<file path="config.mk">
export PLATFORM = sky130hd
export DESIGN_NAME = lpsd_cke_tracker
export DESIGN_NICKNAME = d
export VERILOG_FILES = /design/src/rtl/lpsd_pkg.sv /design/src/rtl/lpsd_decode.sv /design/src/rtl/lpsd_exit_guard.sv /design/src/rtl/lpsd_cke_tracker.sv
export SDC_FILE = /design/constraint.sdc
export NUM_CORES = 1
export LEC_CHECK = 0
export ABC_AREA = 1
export BUFFER_PORTS_ARGS = -buffer_cell sky130_fd_sc_hd__clkbuf_2
export CAP_MARGIN = 0
export CORE_ASPECT_RATIO = 1.2
export CORE_UTILIZATION = 45
export DETAILED_ROUTE_END_ITERATION = 10
export PLACE_DENSITY = 0.68
export RECOVER_POWER = 50
export SYNTH_ARGS = -nofsm -noshare
export SYNTH_HDL_FRONTEND = slang
export SYNTH_SLANG_ARGS = --single-unit
export TNS_END_PERCENT = 100
</file>
<file path="constraint.sdc">
create_clock -name clk -period 3.95 [get_ports clk]
set_clock_uncertainty 0.15 [all_clocks]
set_input_delay 0.1975 -clock clk [delete_from_list [all_inputs] [get_ports clk]]
set_output_delay 0.1975 -clock clk [all_outputs]
set_load 0.02 [all_outputs]
</file>
<file path="src/rtl/lpsd_pkg.sv">
package lpsd_pkg;
    typedef enum logic [2:0] {
        ST_IDLE   = 3'd0,
        ST_ACTIVE = 3'd1,
        ST_PDN    = 3'd2,
        ST_SREF   = 3'd3,
        ST_SUSP   = 3'd4,
        ST_DPD    = 3'd5,
        ST_GUARD  = 3'd6
    } pstate_e;

    typedef enum logic [2:0] {
        C_NOP   = 3'd0,
        C_INH   = 3'd1,
        C_AREF  = 3'd2,
        C_BTERM = 3'd3,
        C_READ  = 3'd4,
        C_WRITE = 3'd5,
        C_OTHER = 3'd6,
        C_OTH2  = 3'd7
    } cmd_e;
endpackage

</file>
<file path="src/rtl/lpsd_decode.sv">
module lpsd_decode
    import lpsd_pkg::*;
(
    input  pstate_e st_i,
    input  logic    prev_i,
    input  logic    cur_i,
    input  cmd_e    cmd_i,
    input  logic    busy_i,
    input  logic    finish_i,
    output pstate_e nxt_o,
    output logic    ill_o,
    output logic    load_o,
    output logic    step_o
);
    logic quiet;
    assign quiet = (cmd_i == C_NOP) || (cmd_i == C_INH);

    always_comb begin
        nxt_o  = st_i;
        ill_o  = 1'b0;
        load_o = 1'b0;
        step_o = 1'b0;
        unique case (st_i)
            ST_IDLE, ST_ACTIVE: begin
                if (prev_i && cur_i) begin
                    nxt_o = busy_i ? ST_ACTIVE : ST_IDLE;
                end else if (prev_i && !cur_i) begin
                    if (st_i == ST_ACTIVE) begin
                        nxt_o = ST_SUSP;
                    end else begin
                        case (cmd_i)
                            C_NOP, C_INH: nxt_o = ST_PDN;
                            C_AREF:       nxt_o = ST_SREF;
                            C_BTERM:      nxt_o = ST_DPD;
                            default:      ill_o = 1'b1;
                        endcase
                    end
                end else begin
                    ill_o = 1'b1;
                end
            end
            ST_PDN, ST_SREF, ST_DPD: begin
                if (!prev_i && !cur_i) begin
                    nxt_o = st_i;
                end else if (!prev_i && cur_i && quiet) begin
                    if (st_i == ST_SREF) begin
                        nxt_o  = ST_GUARD;
                        load_o = 1'b1;
                    end else begin
                        nxt_o = ST_IDLE;
                    end
                end else begin
                    ill_o = 1'b1;
                end
            end
            ST_SUSP: begin
                if (!prev_i) begin
                    nxt_o = cur_i ? ST_ACTIVE : ST_SUSP;
                end else begin
                    ill_o = 1'b1;
                end
            end
            ST_GUARD: begin
                if (prev_i && cur_i && quiet) begin
                    step_o = 1'b1;
                    if (finish_i) begin
                        nxt_o = ST_IDLE;
                    end
                end else begin
                    ill_o = 1'b1;
                end
            end
            default: begin
                nxt_o = ST_IDLE;
                ill_o = 1'b1;
            end
        endcase
    end
endmodule

</file>
<file path="src/rtl/lpsd_exit_guard.sv">
module lpsd_exit_guard #(
    parameter int TXSR_CYC = 4,
    parameter int NOP_MIN  = 2
) (
    input  logic clk,
    input  logic rst_n,
    input  logic load_i,
    input  logic step_i,
    input  logic is_nop_i,
    output logic finish_o
);
    localparam int CW = $clog2(TXSR_CYC + 1);
    localparam int NW = $clog2(NOP_MIN + 1);

    typedef struct packed {
        logic [CW-1:0] cnt;
        logic [NW-1:0] nops;
    } gst_t;

    gst_t g_d, g_q;

    always_comb begin
        g_d = g_q;
        if (load_i) begin
            g_d.cnt  = CW'(TXSR_CYC);
            g_d.nops = '0;
        end else if (step_i) begin
            if (g_q.cnt != '0) g_d.cnt = g_q.cnt - 1'b1;
            if (is_nop_i && (g_q.nops != NW'(NOP_MIN))) g_d.nops = g_q.nops + 1'b1;
        end
    end

    assign finish_o = (g_q.cnt <= CW'(1)) &&
                      ((g_q.nops == NW'(NOP_MIN)) ||
                       (is_nop_i && (g_q.nops == NW'(NOP_MIN - 1))));

    always_ff @(posedge clk) begin
        if (!rst_n) g_q <= '0;
        else        g_q <= g_d;
    end

    // the window count never exceeds the loaded length
    a_r8_cnt_bounded: assert property (@(posedge clk) disable iff (!rst_n)
        g_q.cnt <= CW'(TXSR_CYC));
    // without a step or load, the counters do not move
    a_r9_hold_when_idle: assert property (@(posedge clk) disable iff (!rst_n)
        (!load_i && !step_i) |=> $stable(g_q));
endmodule

</file>
<file path="src/rtl/lpsd_cke_tracker.sv">
module lpsd_cke_tracker
    import lpsd_pkg::*;
#(
    parameter int TXSR_CYC = 4
) (
    input  logic       clk,
    input  logic       rst_n,
    input  logic       cke_i,
    input  logic [2:0] cmd_i,
    input  logic       busy_i,
    output logic [2:0] state_o,
    output logic       illegal_o,
    output logic       cmd_ok_o
);
    typedef struct packed {
        pstate_e st;
        logic    cke;
        logic    ill;
    } trk_t;

    trk_t    r_d, r_q;
    pstate_e nxt;
    logic    ill, load, step, finish;
    cmd_e    cmd;

    assign cmd = cmd_e'(cmd_i);

    lpsd_decode u_dec (
        .st_i    (r_q.st),
        .prev_i  (r_q.cke),
        .cur_i   (cke_i),
        .cmd_i   (cmd),
        .busy_i  (busy_i),
        .finish_i(finish),
        .nxt_o   (nxt),
        .ill_o   (ill),
        .load_o  (load),
        .step_o  (step)
    );

    lpsd_exit_guard #(.TXSR_CYC(TXSR_CYC), .NOP_MIN(2)) u_guard (
        .clk     (clk),
        .rst_n   (rst_n),
        .load_i  (load),
        .step_i  (step),
        .is_nop_i(cmd == C_NOP),
        .finish_o(finish)
    );

    always_comb begin
        r_d     = r_q;
        r_d.cke = cke_i;
        r_d.ill = ill;
        r_d.st  = ill ? r_q.st : nxt;
    end

    always_ff @(posedge clk) begin
        if (!rst_n) begin
            r_q.st  <= ST_IDLE;
            r_q.cke <= 1'b1;
            r_q.ill <= 1'b0;
        end else begin
            r_q <= r_d;
        end
    end

    assign state_o   = r_q.st;
    assign illegal_o = r_q.ill;
    assign cmd_ok_o  = (r_q.st == ST_IDLE) || (r_q.st == ST_ACTIVE);

    // idle with CKE falling and burst terminate enters deep power-down
    a_r3_dpd_entry: assert property (@(posedge clk) disable iff (!rst_n)
        (r_q.st == ST_IDLE && r_q.cke && !cke_i && cmd_i == 3'd3) |=> (state_o == 3'd5));
    // clock suspend with CKE rising returns to active
    a_r5_susp_exit: assert property (@(posedge clk) disable iff (!rst_n)
        (r_q.st == ST_SUSP && !r_q.cke && cke_i) |=> (state_o == 3'd1));
    // self refresh never goes straight to idle
    a_r6_sref_no_idle: assert property (@(posedge clk) disable iff (!rst_n)
        (r_q.st == ST_SREF) |=> (state_o != 3'd0));
    // a real command inside the exit window is flagged
    a_r9_guard_cmd: assert property (@(posedge clk) disable iff (!rst_n)
        (r_q.st == ST_GUARD && cmd_i > 3'd1) |=> (illegal_o && state_o == 3'd6));
    // an illegal edge leaves the state where it was
    a_r10_hold_on_ill: assert property (@(posedge clk) disable iff (!rst_n)
        illegal_o |-> $stable(state_o));
endmodule

</file>
==> results.json, run 1 <==
{
  "clk_latency_ns": 0.28,
  "tritoncts": "built",
  "clk_pin_slew_ns": 0.07,
  "drive_above_1_share_pct": 20.3,
  "n_antenna_cell": 0,
  "swShare_pct": 45.0,
  "rows": 15,
  "place.gp.congestion": 0.828,
  "final_nets": 141,
  "p_per_area_nw_per_um2": 503,
  "drt-initial-drc-count": 23,
  "cts_max_path_buffers": 2,
  "layout_common_cells": "nand2_1 (31), inv_1 (15), nand3_1 (11), dfxtp_1 (10), nor2_1 (8)",
  "fp.dieArea_um2": 1840,
  "combPwrFrac_pct": 46.0,
  "die_w_um": 39.3,
  "power_switching_w": 0.000193,
  "finalSetupViolations": 0,
  "seq_area_frac_synth_pct": 26.7,
  "drt-pass1-iter-count": 7,
  "p_int_w": 0.000235,
  "drc_errors": 0,
  "path_class": "flip-flop to flip-flop",
  "slew_viol_final": 0,
  "rsz0062_at_grt": "no",
  "drv_cap": 0,
  "avgRoutedWirePerCell_um": 10.5,
  "grt_pass1_vias": 622,
  "tightest_slew_ns": 0.504,
  "yosys_register_bits": 10,
  "vias": 717,
  "power_w": 0.000428,
  "fin_ws_ns": 2.21,
  "synth_cells": 112,
  "fill_cells": 164,
  "peakVddDrop_mv": 0.343,
  "grt_max_degree": 9,
  "ant_nets": 0,
  "regArea_um2": 200,
  "antenna_found_initial": 0,
  "end_kind": "flip-flop",
  "crit_arrival_ns": 1.76,
  "area_growth_pct": 13.5,
  "port_buffers": 11,
  "fin_tns_setup_ns": 0,
  "clkPwrFrac_pct": 22.3,
  "dp_hpwl_um": 1230,
  "ys_types": 25,
  "crit_path_max_fanout": 8,
  "ctsResizeCount": 0,
  "p_seq_share_pct": 31.6,
  "core_um2": 1500,
  "cts.sinks": 10,
  "leakagePower_nw": 0.390,
  "crit_required_ns": 3.97,
  "relSlewSlack_pct": 66.3,
  "multi_input_area_um2": 464,
  "crit_path_start_kind": "flip-flop",
  "pre_cts_slack_ns": 2.40,
  "cts_setup_buffers": 0,
  "grtUsageTotal_pct": 21.4,
  "ios": 12,
  "yosysWarnings": 0,
  "grt-ovfl-total": 0,
  "grt_pass1_wl_um": 2540,
  "hold_viol_final": 0,
  "max_freq_mhz": 576,
  "hp-class": "primary input to flip-flop",
  "layout_commonest_cell": "nand2_1",
  "post-route-util_pct": 56.8,
  "fin_crit_sh_pct": 44.0,
  "avgViaCountPerCell": 4.94,
  "status": "finished, final reports clean",
  "start_util_pct": 50.0,
  "htreeDepth": 1,
  "cts_buffers": 3,
  "avgSynthCellArea_um2": 6.70,
  "min_period_ns": 1.74,
  "die-height_um": 46.7,
  "clockRootBuffer": "clkbuf_4",
  "netlist_area_um2": 751,
  "synth_nets": 124,
  "wl_um": 1520
}
## stage by stage
stage | area, µm² | instances | hold slack (ns)
after global placement | 827 | 140 | 0.298
after CTS | 873 | 145 | 0.0481
final | 852 | 145 | 0.0615
after detailed placement | 827 | 140 | 0.287
after global routing | 852 | 145 | 0.0789
after floorplan | 751 | 112 | 0.116
## final timing paths
kind                                startpoint        endpoint  slack, ns  depth (start not counted)
worst max register to register      state_o[2]      state_o[1]       2.21                          8
worst min-delay path                     cke_i          r_q[1]       0.06                          3
worst min register to register  u_guard.g_q[3]  u_guard.g_q[3]       0.33                          2
worst max-delay path                state_o[2]      state_o[1]       2.21                          8
## cell usage after synthesis
| library cell | count | area, µm² |
|---|---|---|
| nand4_1 | 2 | 12.5 |
| o211ai_1 | 1 | 7.51 |
| a21oi_2 | 1 | 8.76 |
| nor2_4 | 3 | 33.8 |
| dfxtp_1 | 10 | 200 |
| nor3_2 | 1 | 10.0 |
| a211oi_1 | 1 | 7.51 |
| nor2_1 | 6 | 22.5 |
| nor2_2 | 4 | 25.0 |
| nand3_2 | 1 | 10.0 |
| or2_2 | 1 | 6.26 |
| nand2_1 | 31 | 116 |
| xor2_1 | 1 | 8.76 |
| or2_0 | 1 | 6.26 |
| inv_1 | 15 | 56.3 |
| o21ai_0 | 3 | 15.0 |
| nand4_4 | 1 | 21.3 |
| inv_2 | 3 | 11.3 |
| ha_1 | 5 | 62.6 |
| nor3_1 | 1 | 5.00 |
| clkinv_1 | 1 | 3.75 |
| a21oi_1 | 4 | 20.0 |
| nand2_2 | 3 | 18.8 |
| o22ai_1 | 1 | 6.26 |
| nand3_1 | 11 | 55.1 |
## power by group through the flow
stage / sequential [W] / clock [W] / combinational, W
6_report: 0.000136 / 0.0000957 / 0.000197
5_1_grt: 0.000139 / 0.000104 / 0.000224
4_1_cts: 0.000139 / 0.000100 / 0.000211
3_5_place_dp: 0.000142 / 0 / 0.000209
3_3_place_gp: 0.000141 / 0 / 0.000209
2_1_floorplan: 0.000155 / 0 / 0.000145
## area by class of cell
type                       count  share of cell area [%]
clock buffer                   4                    4.26
tap                           17                    2.50
timing repair buffer          12                    6.90
sequential                    10                    23.5
inverter                      19                    8.37
multi-input combinational     83                    54.5
## sequential cells by signal (all words and copies together) (netlist names)
register     flops
u_guard.g_q      5
illegal_o        1
state_o          3
r_q              1
## critical path, cell delays in order, from the launching register on
cell     delay [ns]
dfxtp_1        0.39
nor2_1         0.44
inv_2          0.08
nand3_1        0.10
nand2_1        0.05
inv_1          0.09
nand4_4        0.14
nor2_1         0.15
nor2_2         0.05
## kinds of logic after synthesis
kind of cell	Yosys count	share of synthesized area (%)
compound gates	11	8.67
xor+xnor	1	1.17
fa+ha+maj	5	8.33
buf+inv	19	9.50
flops	10	26.7
simple gates	66	45.7
## metal layers
| metal | track usage [%] | up-vias | wire length, µm |
|---|---|---|---|
| li1 | - | 385 | - |
| met1 | 23.8 | 310 | 721 |
| met2 | 35.3 | 17 | 693 |
| met3 | 4.27 | 5 | 56 |
| met4 | 16.6 | 0 | 51 |
| met5 | 0 | - | 0 |
## repair_timing
item                       4_1_cts  5_1_grt
setup endpoints to repair        0        0
hold endpoints to repair         1        0
hold buffers                     1        0
Power figures use the tool's default switching activity.
==> inputs of run 2 (changes only) <==
--- a/config.mk
+++ b/config.mk
@@ -5,7 +5,7 @@
 export SDC_FILE = /design/constraint.sdc
 export NUM_CORES = 1
 export LEC_CHECK = 0
-export ABC_AREA = 1
+export ABC_AREA = 0
 export BUFFER_PORTS_ARGS = -buffer_cell sky130_fd_sc_hd__clkbuf_2
 export CAP_MARGIN = 0
 export CORE_ASPECT_RATIO = 1.2
==> constraint.sdc (replaced) <==
create_clock -name clk -period 1.75 [get_ports clk]
set_clock_uncertainty 0.15 [all_clocks]
set_input_delay 0.0875 -clock clk [delete_from_list [all_inputs] [get_ports clk]]
set_output_delay 0.0875 -clock clk [all_outputs]
set_load 0.02 [all_outputs]
==> run 2 against run 1 <==
Register-to-register slack lost 2.1 ns. Total power increased to 2.6 times the previous value. Wire length up 6.4%. Largest cell class unchanged.
==> results.json, run 2 <==
{
  "die_w_um": 39.2,
  "crit_path_start_kind": "flip-flop",
  "grtUsageTotal_pct": 21.6,
  "tritoncts": "built",
  "ant_nets": 0,
  "grt_pass1_vias": 629,
  "clockRootBuffer": "clkbuf_4",
  "n_antenna_cell": 0,
  "vias": 705,
  "synthXorXnorAreaFrac_pct": 3.52,
  "synth_top_family_by_area": "simple AND/OR/NAND/NOR gates",
  "crit_arrival_ns": 1.65,
  "start_util_pct": 49.7,
  "clk_pin_slew_ns": 0.07,
  "port_buffers": 11,
  "grt_max_degree": 11,
  "clkPwrFrac_pct": 18.6,
  "min_period_ns": 1.64,
  "drt-initial-drc-count": 11,
  "core_um2": 1500,
  "max_freq_mhz": 611,
  "combPwrFrac_pct": 48.7,
  "power_switching_w": 0.000486,
  "synth_area_leaders": "dfxtp_1 (27%), ha_1 (8.4%), nand2_1 (5.0%)",
  "synth_top_area_share_pct": 26.8,
  "drc_errors": 0,
  "peakVddDrop_mv": 0.562,
  "synth_ff_type": "dfxtp_1",
  "layout_common_cells": "nand2_1 (10), nor2_1 (9), dfxtp_1 (9), clkbuf_2 (9), inv_1 (7)",
  "die-height_um": 46.6,
  "grt_pass1_wl_um": 2620,
  "yosysTopAreaCell": "dfxtp_1",
  "p_per_area_nw_per_um2": 1290,
  "wl_um": 1620,
  "final_nets": 119,
  "grt-ovfl-total": 0,
  "cts.sinks": 10,
  "rows": 15,
  "largest_register_ffs": 5,
  "synth_compound_area_share_pct": 17.1,
  "slew_viol_final": 0,
  "synth-adder-area-share_pct": 8.38,
  "p_seq_share_pct": 32.7,
  "swShare_pct": 43.0,
  "htreeDepth": 1,
  "placed_area_um2": 823,
  "rsz0062_at_grt": "no",
  "drive_above_1_share_pct": 25.5,
  "place.gp.congestion": 0.816,
  "end_kind": "flip-flop",
  "crit_path_cell_trace": "nor2b_1 -> and4_4 -> a21oi_1 -> nand2b_2 -> o221a_1",
  "largest_register": "u_guard.g_q",
  "synth_nets": 101,
  "synth_edf_count": 0,
  "avgViaCountPerCell": 5.73,
  "antenna_found_initial": 0,
  "crit_buf_inv": 0,
  "path_class": "flip-flop to flip-flop",
  "relSlewSlack_pct": 77.4,
  "synth_cells": 89,
  "hp-class": "primary input to flip-flop",
  "critPathTopFamily": "simple AND/OR/NAND/NOR gates",
  "drv_cap": 0,
  "tightest_slew_ns": 0.339,
  "crit_required_ns": 1.77,
  "layout_commonest_cell": "nand2_1",
  "ys_async_sr_fraction_pct": 0,
  "cts_max_path_buffers": 2,
  "status": "finished, final reports clean",
  "fin_tns_setup_ns": 0,
  "clk_latency_ns": 0.27,
  "yosys-mux-area-fraction_pct": 4.69,
  "ios": 12,
  "fill_cells": 147,
  "finalSetupViolations": 0,
  "dp_hpwl_um": 1230,
  "ys_types": 37,
  "synthSimpleGateAreaFrac_pct": 33.0,
  "crit_path_max_fanout": 5,
  "area_growth_pct": 17.4,
  "drt-pass1-iter-count": 4,
  "fp.dieArea_um2": 1830,
  "seq_area_frac_synth_pct": 26.8,
  "slowest_delay_ns": 0.40,
  "avgSynthCellArea_um2": 8.39,
  "yosys_register_bits": 10,
  "p_int_w": 0.000645,
  "fin_area_um2": 877,
  "worst_path_max_delay_cell": "dfxtp_1",
  "fin_crit_sh_pct": 93.5,
  "leakagePower_nw": 0.363,
  "yosysWarnings": 0,
  "avgRoutedWirePerCell_um": 13.2,
  "ys_top_cells_by_count": "dfxtp_1 (10), nand2_1 (10), nor2_1 (9)",
  "cts_setup_buffers": 0,
  "netlist_area_um2": 747,
  "cts_buffers": 3,
  "hold_viol_final": 0
}
[run 2: layout make-up]
class / count / area [µm²] / area share [%]
multi-input combinational: 69 / 500 / 57.1
sequential: 10 / 201 / 23.0
timing repair buffer: 16 / 91.3 / 10.4
clock buffer: 4 / 36.3 / 4.14
inverter: 7 / 26.3 / 3.00
tap: 17 / 21.3 / 2.43
[run 2: routing by layer]
| metal | track usage (%) | wire [µm] | vias to the layer above |
|---|---|---|---|
| met3 | 4.35 | 56 | 5 |
| met2 | 36.0 | 784 | 19 |
| met4 | 12.4 | 33 | 0 |
| met1 | 25.0 | 745 | 338 |
| li1 | - | - | 343 |
| met5 | 0 | 0 | - |
[run 2: worst paths after layout]
kind	from	end	slack (ns)	cells after the start
worst max-delay path	r_q[1]	state_o[2]	0.11	5
worst min-delay path	cmd_i[0]	u_guard.g_q[0]	0.13	5
worst max register to register	r_q[1]	state_o[2]	0.11	5
worst min register to register	u_guard.g_q[3]	u_guard.g_q[3]	0.33	2
[run 2: cells by family (layout without fill, tap and decap cells)]
family,count (synthesis),in the layout
simple gates,40,40
flops,10,10
compound gates,18,18
buf+inv,10,27
xor+xnor,3,3
fa+ha+maj,5,5
mux,3,3
[run 2: power by group through the flow]
stage	combinational, W	sequential [W]	clock, W
after floorplan	0.000415	0.000369	0
after global placement	0.000550	0.000373	0
after detailed placement	0.000558	0.000372	0
after CTS	0.000563	0.000367	0.000220
after global routing	0.000612	0.000377	0.000232
final	0.000551	0.000369	0.000211
[run 2: metrics by stage]
step | util [%] | hold slack (ns) | setup WS [ns] | cells | total power [W]
2_1_floorplan | - | 0.0105 | 0.0665 | 89 | 0.000783
3_3_place_gp | 54.8 | 0.209 | 0.106 | 117 | 0.000923
3_5_place_dp | 54.8 | 0.213 | 0.0818 | 117 | 0.000929
4_1_cts | 58.6 | 0.122 | 0.0685 | 123 | 0.00115
5_1_grt | 58.4 | 0.196 | 0.00105 | 123 | 0.00122
6_report | 58.4 | 0.132 | 0.113 | 123 | 0.00113
[run 2: worst reg2reg max path, delay by kind of cell, from the launching register on]
kind / cells / cell delay [ns]
AND/OR/NAND/NOR: 3 / 0.70
flip-flops: 1 / 0.40
AO/OA/AOI/OAI: 2 / 0.28
[run 2: timing repair]
| item | CTS | global route |
|---|---|---|
| hold endpoints to repair | 4 | 0 |
| hold buffers | 2 | 0 |
| endpoints found under the setup margin | 0 | 3 |
| resized for setup | 0 | 2 |
